`src/rtl/spi_eng_pkg.sv`:
```
package spi_eng_pkg;
   localparam logic [1:0] MODE_DUPLEX  = 2'b00;
   localparam logic [1:0] MODE_RX_ONLY = 2'b01;
   localparam logic [1:0] MODE_TX_ONLY = 2'b10;

   typedef enum logic [1:0] {
      ST_READY = 2'b00,
      ST_SHIFT = 2'b01,
      ST_GAP   = 2'b10
   } eng_state_t;
endpackage

```
`src/rtl/spi_eng_shifter.sv`:
```
module spi_eng_shifter #(
   parameter int MAX_W = 32,
   localparam int WL_W = $clog2(MAX_W)
) (
   input  logic             clk,
   input  logic             rst_n,
   input  logic             load,
   input  logic [MAX_W-1:0] load_val,
   input  logic             shift_out,
   input  logic             sample,
   input  logic             din,
   input  logic [WL_W-1:0]  wl_m1,
   output logic             dout,
   output logic [MAX_W-1:0] rx_next
);
   logic [MAX_W-1:0] tx_sr;
   logic [MAX_W-1:0] rx_sr;

   // outgoing bit sits at the top of the active word
   assign dout    = tx_sr[wl_m1];
   assign rx_next = sample ? {rx_sr[MAX_W-2:0], din} : rx_sr;

   always_ff @(posedge clk or negedge rst_n) begin
      if (!rst_n) begin
         tx_sr <= '0;
         rx_sr <= '0;
      end else if (load) begin
         tx_sr <= load_val;
         rx_sr <= '0;
      end else begin
         if (shift_out) tx_sr <= tx_sr << 1;
         if (sample)    rx_sr <= {rx_sr[MAX_W-2:0], din};
      end
   end
endmodule

```
`src/rtl/spi_eng_wordcnt.sv`:
```
module spi_eng_wordcnt #(
   parameter int CNT_W = 16
) (
   input  logic             clk,
   input  logic             rst_n,
   input  logic             clr,
   input  logic             step,
   input  logic [CNT_W-1:0] limit,
   output logic             last_word,
   output logic             eot
);
   logic [CNT_W-1:0] done_cnt;

   assign last_word = (limit != '0) && (done_cnt == limit - 1'b1);

   always_ff @(posedge clk or negedge rst_n) begin
      if (!rst_n) begin
         done_cnt <= '0;
         eot      <= 1'b0;
      end else if (clr) begin
         done_cnt <= '0;
         eot      <= 1'b0;
      end else if (step) begin
         done_cnt <= done_cnt + 1'b1;
         if (last_word) eot <= 1'b1;
      end
   end
endmodule

```
`src/rtl/spi_chan_engine.sv`:
```
module spi_chan_engine
   import spi_eng_pkg::*;
#(
   parameter int MAX_W = 32,
   parameter int MIN_W = 4,
   parameter int CNT_W = 16,
   localparam int WL_W = $clog2(MAX_W)
) (
   input  logic             clk,
   input  logic             rst_n,
   input  logic             enable,
   input  logic [WL_W-1:0]  cfg_wlen_m1,
   input  logic [1:0]       cfg_mode,
   input  logic             cfg_cpol,
   input  logic             cfg_cpha,
   input  logic             cfg_cs_act_low,
   input  logic             cfg_force,
   input  logic             cfg_turbo,
   input  logic             cfg_in_sel,
   input  logic             cfg_oe0,
   input  logic             cfg_oe1,
   input  logic [CNT_W-1:0] cfg_wcnt,
   input  logic             sclk_tick,
   input  logic             tx_wr,
   input  logic [MAX_W-1:0] tx_data,
   output logic             tx_empty,
   input  logic             rx_rd,
   output logic [MAX_W-1:0] rx_data,
   output logic             rx_full,
   output logic             eot,
   output logic             sclk,
   output logic             cs_o,
   input  logic             d0_i,
   output logic             d0_o,
   output logic             d0_oe,
   input  logic             d1_i,
   output logic             d1_o,
   output logic             d1_oe
);
   localparam int EC_W = WL_W + 1;
   localparam logic [WL_W-1:0] WL_FLOOR = WL_W'(MIN_W - 1);

   if (MIN_W < 2 || MAX_W < MIN_W || (MAX_W & (MAX_W - 1)) != 0) begin : g_bad_cfg
      $error("spi_chan_engine: word size parameters out of range");
   end

   eng_state_t       state;
   logic [WL_W-1:0]  wl_m1;
   logic [MAX_W-1:0] wmask;
   logic [MAX_W-1:0] hold;
   logic             hold_full;
   logic             run;
   logic [EC_W-1:0]  ecnt;
   logic             sclk_q;
   logic             rxo, txo, shifting, tk, last_edge;
   logic             sample, shift_out, word_done;
   logic             have_next, start, chain, load, last_word;
   logic             dbit, din, cs_active;
   logic [MAX_W-1:0] rx_next;

   assign wl_m1 = (cfg_wlen_m1 < WL_FLOOR) ? WL_FLOOR : cfg_wlen_m1;

   for (genvar gi = 0; gi < MAX_W; gi++) begin : g_mask
      assign wmask[gi] = (WL_W'(gi) <= wl_m1);
   end

   assign rxo       = (cfg_mode == MODE_RX_ONLY);
   assign txo       = (cfg_mode == MODE_TX_ONLY);
   assign shifting  = (state == ST_SHIFT);
   assign tk        = sclk_tick && shifting;
   assign last_edge = (ecnt == {wl_m1, 1'b1});
   assign sample    = tk && (ecnt[0] == cfg_cpha);
   assign shift_out = tk && (ecnt[0] != cfg_cpha) && (ecnt != '0);
   assign word_done = tk && last_edge;
   assign have_next = rxo ? run : hold_full;
   assign start     = enable && (state == ST_READY) && have_next && !eot;
   assign chain     = word_done && cfg_turbo && have_next && !last_word;
   assign load      = start || chain;
   assign din       = cfg_in_sel ? d1_i : d0_i;

   spi_eng_shifter #(.MAX_W(MAX_W)) u_shift (
      .clk       (clk),
      .rst_n     (rst_n),
      .load      (load),
      .load_val  (rxo ? '0 : hold),
      .shift_out (shift_out),
      .sample    (sample),
      .din       (din),
      .wl_m1     (wl_m1),
      .dout      (dbit),
      .rx_next   (rx_next)
   );

   spi_eng_wordcnt #(.CNT_W(CNT_W)) u_wcnt (
      .clk       (clk),
      .rst_n     (rst_n),
      .clr       (!enable),
      .step      (word_done),
      .limit     (cfg_wcnt),
      .last_word (last_word),
      .eot       (eot)
   );

   always_ff @(posedge clk or negedge rst_n) begin
      if (!rst_n) begin
         hold      <= '0;
         hold_full <= 1'b0;
         run       <= 1'b0;
      end else if (!enable) begin
         hold_full <= 1'b0;
         run       <= 1'b0;
      end else begin
         if (load && !rxo) hold_full <= 1'b0;
         if (tx_wr && !hold_full) begin
            if (rxo) begin
               run <= 1'b1;
            end else begin
               hold      <= tx_data;
               hold_full <= 1'b1;
            end
         end
      end
   end

   always_ff @(posedge clk or negedge rst_n) begin
      if (!rst_n) begin
         state <= ST_READY;
      end else if (!enable) begin
         state <= ST_READY;
      end else begin
         case (state)
            ST_READY: if (start) state <= ST_SHIFT;
            ST_SHIFT: if (word_done) state <= chain ? ST_SHIFT : ST_GAP;
            ST_GAP:   if (sclk_tick) state <= ST_READY;
            default:  state <= ST_READY;
         endcase
      end
   end

   always_ff @(posedge clk or negedge rst_n) begin
      if (!rst_n) begin
         ecnt   <= '0;
         sclk_q <= 1'b0;
      end else begin
         if (load)    ecnt <= '0;
         else if (tk) ecnt <= ecnt + 1'b1;
         if (enable && shifting) begin
            if (sclk_tick) sclk_q <= ~sclk_q;
         end else begin
            sclk_q <= cfg_cpol;
         end
      end
   end

   always_ff @(posedge clk or negedge rst_n) begin
      if (!rst_n) begin
         rx_data <= '0;
         rx_full <= 1'b0;
      end else if (!enable) begin
         rx_full <= 1'b0;
      end else if (word_done && !txo) begin
         rx_data <= rx_next & wmask;
         rx_full <= 1'b1;
      end else if (rx_rd) begin
         rx_full <= 1'b0;
      end
   end

   assign cs_active = enable && (cfg_force || shifting);
   assign cs_o      = cfg_cs_act_low ? ~cs_active : cs_active;
   assign sclk      = sclk_q;
   assign tx_empty  = !hold_full;
   assign d0_o      = dbit;
   assign d1_o      = dbit;
   assign d0_oe     = cfg_oe0 && shifting && enable;
   assign d1_oe     = cfg_oe1 && shifting && enable;
endmodule

```
`config.mk`:
```
export PLATFORM = sky130hd
export DESIGN_NAME = spi_chan_engine
export DESIGN_NICKNAME = d
export VERILOG_FILES = /design/src/rtl/spi_eng_pkg.sv /design/src/rtl/spi_eng_shifter.sv /design/src/rtl/spi_eng_wordcnt.sv /design/src/rtl/spi_chan_engine.sv
export SDC_FILE = /design/constraint.sdc
export NUM_CORES = 1
export LEC_CHECK = 0
export BUFFER_PORTS_ARGS = -buffer_cell sky130_fd_sc_hd__buf_2
export CORE_AREA = 2 2 131 133
export CTS_CLUSTER_DIAMETER = 60
export DETAILED_ROUTE_END_ITERATION = 6
export DIE_AREA = 0 0 133 135
export PLACE_DENSITY = 0.81
export SLEW_MARGIN = 20
export SYNTH_ARGS = -nofsm -noshare
export SYNTH_HDL_FRONTEND = slang
export SYNTH_SLANG_ARGS = --single-unit
```
`constraint.sdc`:
```
create_clock -name clk -period 3.01 [get_ports clk]
set_input_delay 0.4515 -clock clk [delete_from_list [all_inputs] [get_ports clk]]
set_output_delay 0.4515 -clock clk [all_outputs]
set_load 0.05 [all_outputs]
```
==> metrics, run 1 <==
DP Area=0.00899 mm²; status=complete, no violations; endpoints failing setup=0; largest net degree at the start of global routing=67; Syn Nets=854; final hold viol count=0; Finished Cell Area=0.00961 mm²; post-synthesis sequential area ratio=48.6%; minimum clock period=2760 ps; Yosys reg bits=157; hold slack final=17.8 ps; Pre-antenna DRT Iters=6; largest family of logic cells by synthesized area=multiplexers; Worst Path Buf+Inv=3; PD cells=630 mW/mm²; post-synthesis cell count=779; Critical Path, Cell by Cell=buf_2 -> nor3_2 -> buf_4 -> o31ai_1 -> a211oi_1 -> a31oi_1 -> a211o_1 -> o21ai_2 -> buf_2; VDD IR max=441 µV; Via density=5.54; Detailed Route Iter0 Violations=348; Max Clock Skew=10.9 ps; initial antenna violation count=1; H-tree Lvls=4; Slew Limit Fails=0; clock root buffer=clkbuf_16; synth warn=0; total die area=0.0180 mm²; HP Class=in2async; Die Ht=135 µm; Area Growth Syn to Fin=19.0%; Post-Synth Simple-Gate Area=15.6%; CP required=2560 ps; share of layout cells above drive strength 1=24.1%; Netlist cell types=57; RePlAce Congestion=0.869; GRT Total Usage=20.5%; Synth top area share=48.6%; first-pass GRT wire length=29.4 mm; Crit. End Element=primary output; WL/cell=15.8 µm; vias=6203; cell family with most CP delay=compound AO/OA/AOI/OAI gates; setup bufs post-CTS=0; cell mode on critical path=buf_2; CTS sink cnt=157; hold buffers post-CTS=0; post-synthesis share of cell area spent on xor and xnor gates=4.45%; cts bufs inserted=17; Die W=133 µm; FMAX=363 MHz; core area=0.0164 mm²; multiplexer share of the synthesized area=17.5%; RSZ-0062 raised after global routing=false; Initial Utilization=49.2%; Worst-Skew Late Latency=430 ps; worst-path maximum fanout=7; EDFF count, synth=0; Avg Cell Area, Syn=10.4 µm²; port bufs=111; Ports=112; Routed WL=17.7 mm; CP Class=in2out; setup TNS=0 ps; Final Util=58.6%; maxcap violations=0; Slew Limit Headroom=59.9%; Cell Area, Synth=0.00808 mm²; post-cts resize count=0; vias in the first global route=6064; HPWL after DPL=12.3 mm; Slowest cell on crit path=nor3_2; Clock Pin Slew Worst Setup and Hold Paths=60 ps; CTS tree=built; Async SR Flop Fraction=100%; Worst-Margin Slew=601 ps; Synth Area in Adders=0.620%; Post-Layout Cell Count=1120; Placement Setup Slack=82.5 ps; P_leak=4.57 nW; Tcrit/Tclk final=91.5%; post-route ant nets=0; Worst Slack Setup Final=254 ps; total power=6.06 mW; CP arrival=2300 ps; # rows=47; Critical Path Max Stage Delay=430 ps; Clock Tree Buf Depth=2; critical path startpoint category=primary input; Synth area leaders=dfrtp_1 (49%), mux2i_1 (13%), mux2_2 (4.7%), nand2_1 (4.1%), nor2_1 (3.0%); grt ovf=0; post-synth top area cell=dfrtp_1; Placed Instances=1087; drt drc=0; Main synth FF type=dfrtp_1; nets@finish=961; Compound-Gate Fraction of Synth Area=9.76%
metal layers:
layer / wire (µm) / share of wire (%) / GRT usage [%]
met1: 7940 / 45 / 26.3
met2: 8560 / 48 / 34.0
met3: 736 / 4.2 / 4.28
met4: 425 / 2.4 / 8.36
met5: 0 / 0 / 0
state kept, by name (all words and copies together), names as in the netlist:
signal and cells:
u_shift.rx_sr 32, rx_data 32, hold 32, sclk 1, ecnt 6, u_shift.tx_sr 32, u_wcnt.eot 1, rx_full 1
state 2, run 1, u_wcnt.done_cnt 16, hold_full 1
area by class of cell:
cell class                      instances  area [µm²]
Inverter                               14        52.6
Clock inverter                         13         179
Sequential cell                       157        3930
Fill cell                            1384        6790
Timing Repair Buffer                  140         842
Tap cell                              220         275
Multi-Input combinational cell        556        3890
Clock buffer                           19         443
Antenna cell                            1        2.50
kinds of logic after synthesis:
kind of cell,Yosys count
and+or+nand+nor,259
DFF,157
muxes,137
AOI/OAI and AO/OA,115
buffers and inverters,66
xor gates and xnor gates,41
adders and majority gates,4
power breakdown:
group          leakage, nW  total (mW)  switching, mW  internal [mW]
clock                0.295        2.24          0.896           1.35
combinational         2.20        1.08          0.576          0.507
sequential            2.07        2.73          0.276           2.46
total                 4.57        6.06           1.75           4.31
Yosys cell counts (2+ instances only):
cell type / n
xnor2_1: 26
nand4_1: 11
a21boi_1: 2
buf_6: 3
nor2b_1: 12
mux2_2: 34
a211o_1: 2
and4_1: 4
and3_1: 3
buf_2: 3
o211ai_1: 5
or2_2: 2
nor2_1: 64
a31oi_1: 8
clkbuf_1: 44
inv_1: 13
a211oi_1: 8
and2_1: 15
nand2_1: 88
a311oi_1: 2
o41ai_1: 9
o31ai_1: 18
a21o_1: 3
ha_1: 4
nor3b_1: 3
xor2_1: 15
o21ai_0: 32
nor3_1: 11
nand3b_1: 3
o21a_1: 4
nand2b_1: 5
nor4_1: 5
mux2i_1: 103
a21oi_1: 11
or3_1: 6
nand3_1: 21
dfrtp_1: 157
cell usage in the layout (no fill, tap or decap), drive strengths merged, types with 3 or more instances in the layout:
cell type,netlist,layout
dfrtp,157,157
buf,8,140
mux2i,103,103
nand2,88,88
nor2,64,64
mux2,34,34
o21ai,33,33
xnor2,26,26
nand3,21,21
clkbuf,44,19
o31ai,18,18
inv,13,18
xor2,15,15
and2,15,15
nor3,13,13
nor2b,12,12
nand4,12,12
a21oi,11,11
o41ai,9,9
a31oi,8,8
a211oi,8,8
or3,6,6
nor4,6,6
o211ai,6,6
nand2b,5,5
and4,4,4
o21a,4,4
ha,4,4
nand3b,3,3
nor3b,3,3
and3,3,3
a21o,3,3
clkinvlp,0,3
bufinv,0,3
a21boi,3,3
clkinv,1,3
worst reg2reg max path: cells and delay by family, from the launching register on:
family                    cells  cell delay (ps)
DFF                           1              400
muxes                         1              200
AOI/OAI and AO/OA             4              610
buffers and inverters         1              200
and+or+nand+nor               2              770
xor gates and xnor gates      1              290
final timing paths:
| check | from | endpoint | slack (ps) | depth (start not counted) |
|---|---|---|---|---|
| max | cfg_wlen_m1[3] | d0_o | 250 | 9 |
| max in group asynchronous | rst_n | hold[10] | 2170 | 2 |
| min reg2reg | rx_data[26] | rx_data[26] | 470 | 2 |
| max reg2reg | u_wcnt.done_cnt[14] | u_shift.tx_sr[8] | 470 | 9 |
| min | rst_n | rx_data[28] | 20 | 1 |
| min in group clk | tx_data[11] | hold[11] | 250 | 2 |
Power figures use the tool's default switching activity.
==> run 2: changes to the inputs <==
- PLACE_DENSITY: 0.81 -> 0.67
==> run 2 against run 1 <==
Compared with the run above:
- cell area rose by 0.59%
- routed wire length down 0.78%
- clock power is 5% higher
- non-clock buffer count did not move
- combinational power barely moved
- flip-flop and latch count unchanged
- setup slack lost 72 ps
- utilization is 0.34 points higher
- global-route usage up 0.37 points
- sequential power about the same
- maximum frequency fell by 2.6%
- critical path type unchanged
- largest power group unchanged
==> metrics, run 2 (synthesized netlist as in run 1, its figures left out) <==
Finished Cell Area=0.00967 mm² (was 0.00961 mm²); reg2reg setup slack=450 ps (was 470 ps); maxcap violations=0 (unchanged); port bufs=111 (unchanged); Clock Tree Buf Depth=2 (unchanged); Ports=112 (unchanged); Worst-Margin Slew=713 ps (was 601 ps); vias=6094 (was 6203); Area Growth Syn to Fin=19.7% (was 19.0%); Routed WL=17.5 mm (was 17.7 mm); Tcrit/Tclk final=94.0% (was 91.5%); endpoints failing setup=0 (unchanged); R2R depth=9 (unchanged); Max Clock Skew=10.5 ps (was 10.9 ps); worst-path maximum fanout=6 (was 7); Crit. End Element=primary output (unchanged); final hold viol count=0 (unchanged); setup bufs post-CTS=0 (unchanged); RSZ-0062 raised after global routing=false (unchanged); largest net degree at the start of global routing=77 (was 67); Worst-Skew Late Latency=420 ps (was 430 ps); Initial Utilization=49.2% (unchanged); nets@finish=961 (unchanged); clock root buffer=clkbuf_16 (unchanged); Via density=5.44 (was 5.54); CP arrival=2380 ps (was 2300 ps); post-route ant nets=0 (unchanged); vias in the first global route=6013 (was 6064); Clock Pin Slew Worst Setup and Hold Paths=60 ps (about the same); most common cell after layout, fill and taps aside=dfrtp_1 (unchanged); # rows=47 (unchanged); Int Power=4.45 mW (was 4.31 mW); core area=0.0164 mm² (unchanged); hold slack final=57.5 ps (was 17.8 ps); RePlAce Congestion=0.856 (was 0.869); PD cells=635 mW/mm² (was 630 mW/mm²); GRT Total Usage=20.8% (was 20.5%); total net switching power=1.69 mW (was 1.75 mW); HP Class=in2async (unchanged); CP Class=in2out (unchanged); critical path startpoint category=primary input (unchanged); worst r2r src=u_wcnt.done_cnt[14] (unchanged); CP required=2560 ps (about the same); Slew Limit Headroom=52.5% (was 59.9%); Detailed Route Iter0 Violations=383 (was 348); cts bufs inserted=17 (unchanged); CTS tree=built (unchanged); sequential share of power=44.4% (was 45.1%); Sw Ratio=27.6% (was 28.9%); DP Area=0.00900 mm² (was 0.00899 mm²); FMAX=354 MHz (was 363 MHz); WL/cell=15.6 µm (was 15.8 µm); Worst Slack Setup Final=182 ps (was 254 ps); Clock power frac=38.3% (was 37.0%); Die W=133 µm (unchanged); CTS sink cnt=157 (unchanged); P_leak=4.61 nW (was 4.57 nW); status=complete, no violations (unchanged); worst reg2reg path endpoint=u_shift.tx_sr[17] (was u_shift.tx_sr[8]); Slew Limit Fails=0 (unchanged); VDD IR max=419 µV (was 441 µV); Placement Setup Slack=-207 ps (was 82.5 ps); Die Ht=135 µm (unchanged); H-tree Lvls=4 (unchanged); commonest non-fill, non-tap cells in the layout=dfrtp_1 (157), buf_2 (110), mux2i_1 (103) (unchanged); first-pass GRT wire length=30.0 mm (was 29.4 mm); grt ovf=0 (unchanged); total die area=0.0180 mm² (unchanged); minimum clock period=2830 ps (was 2760 ps); share of layout cells above drive strength 1=24.4% (was 24.1%); initial antenna violation count=1 (unchanged); Pre-antenna DRT Iters=5 (was 6); drt drc=0 (unchanged); Gate power share=17.3% (was 17.9%); HPWL after DPL=12.1 mm (was 12.3 mm)
run 2: layout make-up:
type                       count  area [µm²]
sequential                   157        3930
antenna                        1        2.50
inverter                      14        52.6
clock inverter                11         178
tap                          220         275
timing repair buffer         140         855
clock buffer                  21         480
fill                        1419        6740
multi-input combinational    556        3900
run 2: repair_timing:
item                       CTS  global route
resized for setup            0             1
setup endpoints to repair    0            19
hold buffers                 0             0
run 2: worst max-delay path, stage by stage:
cell and delay, ps:
buf_2 120, nor3_2 420, nor2_1 210, nand2_1 90
o21ai_0 80, a211oi_1 240, a311oi_1 90, a211o_1 300
o21ai_2 80, buf_2 290
run 2: worst max path at each step:
| stage | startpoint | endpoint | depth (start not counted) |
|---|---|---|---|
| after floorplan | cfg_wlen_m1[0] | d1_o | 9 |
| after global placement | cfg_wcnt[3] | u_shift.tx_sr[7] | 11 |
| after detailed placement | cfg_wcnt[3] | u_shift.tx_sr[4] | 11 |
| after CTS | cfg_wlen_m1[3] | d1_o | 10 |
| after global routing | cfg_wlen_m1[3] | d1_o | 10 |
| final | cfg_wlen_m1[3] | d0_o | 10 |
run 2: per-layer routing:
layer	track usage (%)	vias up	wire (µm)	share of wire, %
met3	3.87	15	754	4.3
li1	-	2976	-	-
met4	6.03	0	183	1.0
met5	0	-	0	0
met2	34.2	139	8500	48
met1	28.5	2964	8090	46
run 2: stage by stage:
step                      utilization (%)  std cells  power, mW  setup TNS (ps)
after floorplan                         -        779       3.47               0
after global placement               54.9       1087       3.79           -1950
after detailed placement             54.9       1087       3.83           -6820
after CTS                            58.9       1119       6.21               0
after global routing                 58.9       1120       6.47               0
final                                58.9       1120       6.15               0
run 2: power groups by stage:
| stage | combinational, mW | sequential [mW] | clock [mW] |
|---|---|---|---|
| floorplan | 0.790 | 2.68 | 0 |
| global placement | 1.04 | 2.75 | 0 |
| detailed placement | 1.07 | 2.76 | 0 |
| CTS | 1.08 | 2.73 | 2.40 |
| global route | 1.20 | 2.78 | 2.49 |
| finish | 1.06 | 2.73 | 2.35 |
